File: config.mk
export PLATFORM = sky130hd
export DESIGN_NAME = basic_tick_watchdog
export DESIGN_NICKNAME = d
export VERILOG_FILES = /design/src/rtl/bt_wdt_pkg.sv /design/src/rtl/bt_prescaler.sv /design/src/rtl/bt_base_counter.sv /design/src/rtl/bt_wdt_ctrl.sv /design/src/rtl/basic_tick_watchdog.sv
export SDC_FILE = /design/constraint.sdc
export NUM_CORES = 1
export LEC_CHECK = 0
export BUFFER_PORTS_ARGS = -buffer_cell sky130_fd_sc_hd__buf_2
export CORE_MARGIN = 2
export CORE_UTILIZATION = 25
export DETAILED_ROUTE_END_ITERATION = 12
export PLACE_DENSITY = 0.45
export SLEW_MARGIN = 20
export SYNTH_ARGS = -nofsm -noshare
export SYNTH_HDL_FRONTEND = slang
export SYNTH_SLANG_ARGS = --single-unit
File: constraint.sdc
create_clock -name clk -period 2.27 [get_ports clk]
set_clock_uncertainty 0.1 [all_clocks]
set_input_delay 0 -clock clk [delete_from_list [all_inputs] [get_ports clk]]
set_output_delay 0 -clock clk [all_outputs]
set_load 0.02 [all_outputs]
File: src/rtl/bt_wdt_pkg.sv
package bt_wdt_pkg;
  // Control register layout: divider select, watchdog count, watchdog enable.
  localparam int SEL_LSB = 2;
  localparam int SEL_W   = 2;
  localparam int WDT_LSB = 8;
endpackage

File: src/rtl/bt_prescaler.sv
module bt_prescaler #(
  parameter int DIV_MAX_LOG2 = 13,
  parameter int SEL_W        = 2
) (
  input  logic             clk,
  input  logic             rst_n,
  input  logic [SEL_W-1:0] sel,
  output logic             tick
);
  logic [DIV_MAX_LOG2-1:0] presc_q;
  logic [DIV_MAX_LOG2-1:0] mask;

  // Only the low (DIV_MAX_LOG2 - sel) bits take part in the tick decode.
  always_comb begin
    for (int i = 0; i < DIV_MAX_LOG2; i++) begin
      mask[i] = (i < (DIV_MAX_LOG2 - int'(sel)));
    end
  end

  assign tick = &(presc_q | ~mask);

  always_ff @(posedge clk or negedge rst_n) begin
    if (!rst_n) presc_q <= '0;
    else        presc_q <= presc_q + 1'b1;
  end
endmodule

File: src/rtl/bt_base_counter.sv
module bt_base_counter #(
  parameter int CNT_W = 8
) (
  input  logic             clk,
  input  logic             rst_n,
  input  logic             tick,
  output logic [CNT_W-1:0] cnt,
  output logic             irq
);
  logic [CNT_W-1:0] cnt_q;
  logic             irq_q;
  logic             at_top;

  assign at_top = (cnt_q == {CNT_W{1'b1}});

  always_ff @(posedge clk or negedge rst_n) begin
    if (!rst_n) begin
      cnt_q <= '0;
      irq_q <= 1'b0;
    end else begin
      irq_q <= tick && at_top;
      if (tick) cnt_q <= cnt_q + 1'b1;
    end
  end

  assign cnt = cnt_q;
  assign irq = irq_q;
endmodule

File: src/rtl/bt_wdt_ctrl.sv
module bt_wdt_ctrl #(
  parameter int CNT_W = 8,
  parameter int SEL_W = 2
) (
  input  logic             clk,
  input  logic             rst_n,
  input  logic             wr_en,
  input  logic [SEL_W-1:0] wr_sel,
  input  logic             wr_wdt_en,
  input  logic [CNT_W-1:0] wr_wdt_cnt,
  input  logic             tick,
  output logic [SEL_W-1:0] sel,
  output logic             wdt_en,
  output logic [CNT_W-1:0] wdt_cnt,
  output logic             rst_req
);
  logic [SEL_W-1:0] sel_q;
  logic             en_q;
  logic [CNT_W-1:0] wdt_q;
  logic             req_q;
  logic             expired;

  assign expired = en_q && (wdt_q == {CNT_W{1'b1}});

  always_ff @(posedge clk or negedge rst_n) begin
    if (!rst_n) begin
      sel_q <= '0;
      en_q  <= 1'b0;
      wdt_q <= '0;
    end else if (wr_en) begin
      sel_q <= wr_sel;
      en_q  <= wr_wdt_en;
      wdt_q <= wr_wdt_cnt;
    end else if (tick && en_q && !expired) begin
      wdt_q <= wdt_q + 1'b1;
    end
  end

  // Sticky request: only the block reset clears it.
  always_ff @(posedge clk or negedge rst_n) begin
    if (!rst_n)       req_q <= 1'b0;
    else if (expired) req_q <= 1'b1;
  end

  assign sel     = sel_q;
  assign wdt_en  = en_q;
  assign wdt_cnt = wdt_q;
  assign rst_req = req_q;
endmodule

File: src/rtl/basic_tick_watchdog.sv
module basic_tick_watchdog #(
  parameter int DIV_MAX_LOG2 = 13,
  parameter int CNT_W        = 8
) (
  input  logic                                             clk,
  input  logic                                             rst_n,
  input  logic                                             ctrl_wr_en,
  input  logic [bt_wdt_pkg::WDT_LSB+CNT_W:0]               ctrl_wdata,
  output logic [bt_wdt_pkg::WDT_LSB+CNT_W:0]               ctrl_rdata,
  output logic [CNT_W-1:0]                                 cnt_rdata,
  output logic                                             bt_irq,
  output logic                                             wdt_rst_req
);
  import bt_wdt_pkg::*;

  localparam int EN_BIT = WDT_LSB + CNT_W;
  localparam int CTRL_W = EN_BIT + 1;

  logic             tick;
  logic [SEL_W-1:0] sel;
  logic             wdt_en;
  logic [CNT_W-1:0] wdt_cnt;
  logic             unused_wdata;

  assign unused_wdata = ^{ctrl_wdata[SEL_LSB-1:0], ctrl_wdata[WDT_LSB-1:SEL_LSB+SEL_W]};

  bt_prescaler #(.DIV_MAX_LOG2(DIV_MAX_LOG2), .SEL_W(SEL_W)) u_presc (
    .clk  (clk),
    .rst_n(rst_n),
    .sel  (sel),
    .tick (tick)
  );

  bt_base_counter #(.CNT_W(CNT_W)) u_base (
    .clk  (clk),
    .rst_n(rst_n),
    .tick (tick),
    .cnt  (cnt_rdata),
    .irq  (bt_irq)
  );

  bt_wdt_ctrl #(.CNT_W(CNT_W), .SEL_W(SEL_W)) u_wdt (
    .clk       (clk),
    .rst_n     (rst_n),
    .wr_en     (ctrl_wr_en),
    .wr_sel    (ctrl_wdata[SEL_LSB +: SEL_W]),
    .wr_wdt_en (ctrl_wdata[EN_BIT]),
    .wr_wdt_cnt(ctrl_wdata[WDT_LSB +: CNT_W]),
    .tick      (tick),
    .sel       (sel),
    .wdt_en    (wdt_en),
    .wdt_cnt   (wdt_cnt),
    .rst_req   (wdt_rst_req)
  );

  always_comb begin
    ctrl_rdata                     = '0;
    ctrl_rdata[SEL_LSB +: SEL_W]   = sel;
    ctrl_rdata[WDT_LSB +: CNT_W]   = wdt_cnt;
    ctrl_rdata[EN_BIT]             = wdt_en;
  end
endmodule

==> impl_metrics.toml <==
[run_status]
outcome = "completed"

[clock_network]
cts_num_sinks = 34
cts_buffers = 5
cts_resized = 0
cts.reportedPaths.clkPinSlew_ps = 70
h-tree-depth = 2
cts_tree = "done"
clockBufferDepth = 2
cts_root_buf = "clkbuf_8"
clock_latency_ps = 290

[cells_and_area]
finalNonFillerCells = 299
multi_input_area_sq_um = 777.0
n_fill_cell = 711
final_layout_size_suffix_gt1_share_pct = 23.74
fin_nets = 242
ff_latch_area_sq_um = 850.8
diodes = 0
syn2layout_area_growth_pct = 27.70
fin_util_pct = 32.55

[critical_path]
regToRegStartpoint = "u_wdt.wdt_cnt[1]"
endpoint_kind = "flip-flop"
crit_chain = "ha_1 -> and2_1 -> a311o_1 -> or4_1 -> a31oi_1"
cp.required_ps = 2370
crit_slowest_cell = "or4_1"
arrival_ps = 2250
critical_path_buf_inv_count = 0
crit_fanout = 13
cpPeakStageDelay_ps = 510
critPathKind = "flip-flop to flip-flop"
critPathLaunch = "u_wdt.wdt_cnt[1]"
cp_top_family = "simple AND/OR/NAND/NOR gates"
start_kind = "flip-flop"

[global_route]
grt_pass1_vias = 1286
antenna_found_initial = 0
grt_pass1_wl_microns = 6492
gr-usage-all-layers_pct = 11.15
grt_max_degree = 35
overflow = 0

[placement]
gp_congestion = 0.7196
numPortBuffers = 34
dp.cells = 279
post-place-ws_ps = 119.1
dp_hpwl_microns = 2828

[timing]
max_freq_mhz = 465.5
worst_pin_slew_ps = 769.4
rsz0062_at_grt = "no"
setup_tns_ps = 0
fin_ws_ps = 121.8
slew_violations = 0
fin_crit_sh_pct = 94.63
relSlewSlack_pct = 48.71
final-hold-violation-count = 0
hold_ws_ps = 35.25
period_needed_ps = 2148
setup-violations-final = 0

[synthesis]
yosys_warnings = 0
synth_edf_count = 0
synth-seq-cells = 34
ys_seq_area_share_pct = 49.96
synth-main-ff-cell = "dfrtp_1"
synthesis.area_sq_mm = 0.001703
synth_cell_types = 40
synth-async-reset-ratio_pct = 100.0
netlist_instances = 165
avgSynthCellArea_sq_um = 10.32

[hold_path]
hp-class = "primary input to flip-flop"
hp-start = "ctrl_wr_en"

[run]
cap_violations = 0

[route]
dr.pass1.iters = 4
wirelength_microns = 3935
drcViolationCount = 0
vias = 1413
wl_per_cell_microns = 13.16
drtIter0Drc = 39
detail-route-antenna-nets = 0
viasPerCell = 4.726

[power]
powerDensity_mw_per_mm2 = 587.0
p_leak_nw = 1.005
peakVddDrop_v = 0.0002733

[floorplanning]
rows = 30
dieArea_sq_mm = 0.007487
die_x_microns = 86.53
core_sq_mm = 0.006681
start_util_pct = 25.49
io_pins = 47
fp.dieH_microns = 86.53
stage by stage:
step	total power, mW	instance area (sq um)
after floorplan	0.7803	1722
final	1.277	2175
after global placement	0.8553	1966
after global routing	1.344	2175
after detailed placement	0.8557	1966
after CTS	1.302	2175
worst register-to-register path, stage by stage (launching register included):
cell and delay [ps]:
dfrtp_1 420, ha_1 210, and2_1 170, a311o_1 500, or4_1 510, a31oi_1 160
synthesized netlist by cell type (2+ instances only):
library cell / count / share of area (%)
and3_1: 4 / 1.5
o21ai_0: 4 / 1.2
a21oi_1: 3 / 0.88
nand3_1: 14 / 4.1
clkbuf_1: 4 / 0.88
xor2_1: 10 / 5.1
ha_1: 3 / 2.2
nand4_1: 5 / 1.8
nand2_1: 10 / 2.2
or4_1: 4 / 1.8
a31oi_1: 6 / 2.2
inv_1: 4 / 0.88
buf_4: 7 / 3.1
nor4_1: 3 / 1.1
xnor2_1: 8 / 4.1
dfrtp_1: 34 / 50
o31ai_1: 4 / 1.8
and4_1: 2 / 1.0
nor3_1: 3 / 0.88
mux2_2: 2 / 1.3
nor2_1: 12 / 2.6
final timing paths:
check / endpoint / slack [ps] / cells past startpoint
max in group asynchronous: u_presc.presc_q[2] / 1350 / 2
setup reg to reg: u_wdt.wdt_cnt[4] / 120 / 5
hold reg to reg: u_wdt.rst_req / 370 / 1
setup / recovery: u_wdt.wdt_cnt[4] / 120 / 5
min in group asynchronous: u_base.cnt[1] / 220 / 2
hold / removal: u_wdt.sel[1] / 40 / 2
power by group:
group | leakage [nW] | internal, mW | total, mW | switching, mW
combinational | 0.533 | 0.0813 | 0.199 | 0.118
sequential | 0.428 | 0.634 | 0.659 | 0.0250
clock | 0.0438 | 0.206 | 0.419 | 0.213
cell type report:
class / instances / share of cell area (%)
repair buffers: 54 / 16.23
clock buffers: 5 / 3.165
flip-flops and latches: 34 / 39.13
well taps: 80 / 4.603
clock inverters: 2 / 0.4603
multi-input cells: 120 / 35.73
inverters: 4 / 0.6904
registers in the layout, summed over array words and instances, names as in the netlist:
| register | cells |
|---|---|
| u_presc.presc_q | 13 |
| u_base.cnt | 8 |
| u_wdt.wdt_cnt | 8 |
| u_wdt.sel | 2 |
| u_base.irq | 1 |
| u_wdt.rst_req | 1 |
| u_wdt.wdt_en | 1 |
routing by layer:
metal / up-vias / global-route usage, % / part of all wire [%]
met5: - / 0 / 0
met4: 0 / 3.409 / 0.43
met3: 2 / 3.143 / 5.3
met2: 40 / 16.36 / 45
met1: 677 / 15.92 / 49
li1: 694 / - / -
kinds of logic (layout without fill, tap and decap cells):
group / after synthesis / in the layout / synth area share, %
other: 1 / 6 / 0.2202
AO/OA/AOI/OAI: 26 / 26 / 10.73
XOR/XNOR: 18 / 18 / 9.258
flip-flops: 34 / 34 / 49.96
multiplexers: 3 / 3 / 1.984
buffers and inverters: 16 / 65 / 5.510
AND/OR/NAND/NOR: 64 / 64 / 20.13
adder cells (fa/ha/maj): 3 / 3 / 2.204
cell usage in the layout (no fill, tap or decap), drive strengths merged, types with 5 or more instances in the layout:
master	count
dlygate4sd3	13
conb	6
nand2	10
xor2	10
nor2	12
clkbuf	5
nand4	6
xnor2	8
nand3	14
a31oi	6
o21ai	5
buf	41
dfrtp	34
timing repair:
action	4_1_cts	5_1_grt
setup buffers	0	0
hold endpoints to repair	45	0
hold buffers	13	0
No activity file was read; power rests on OpenSTA's default activity.
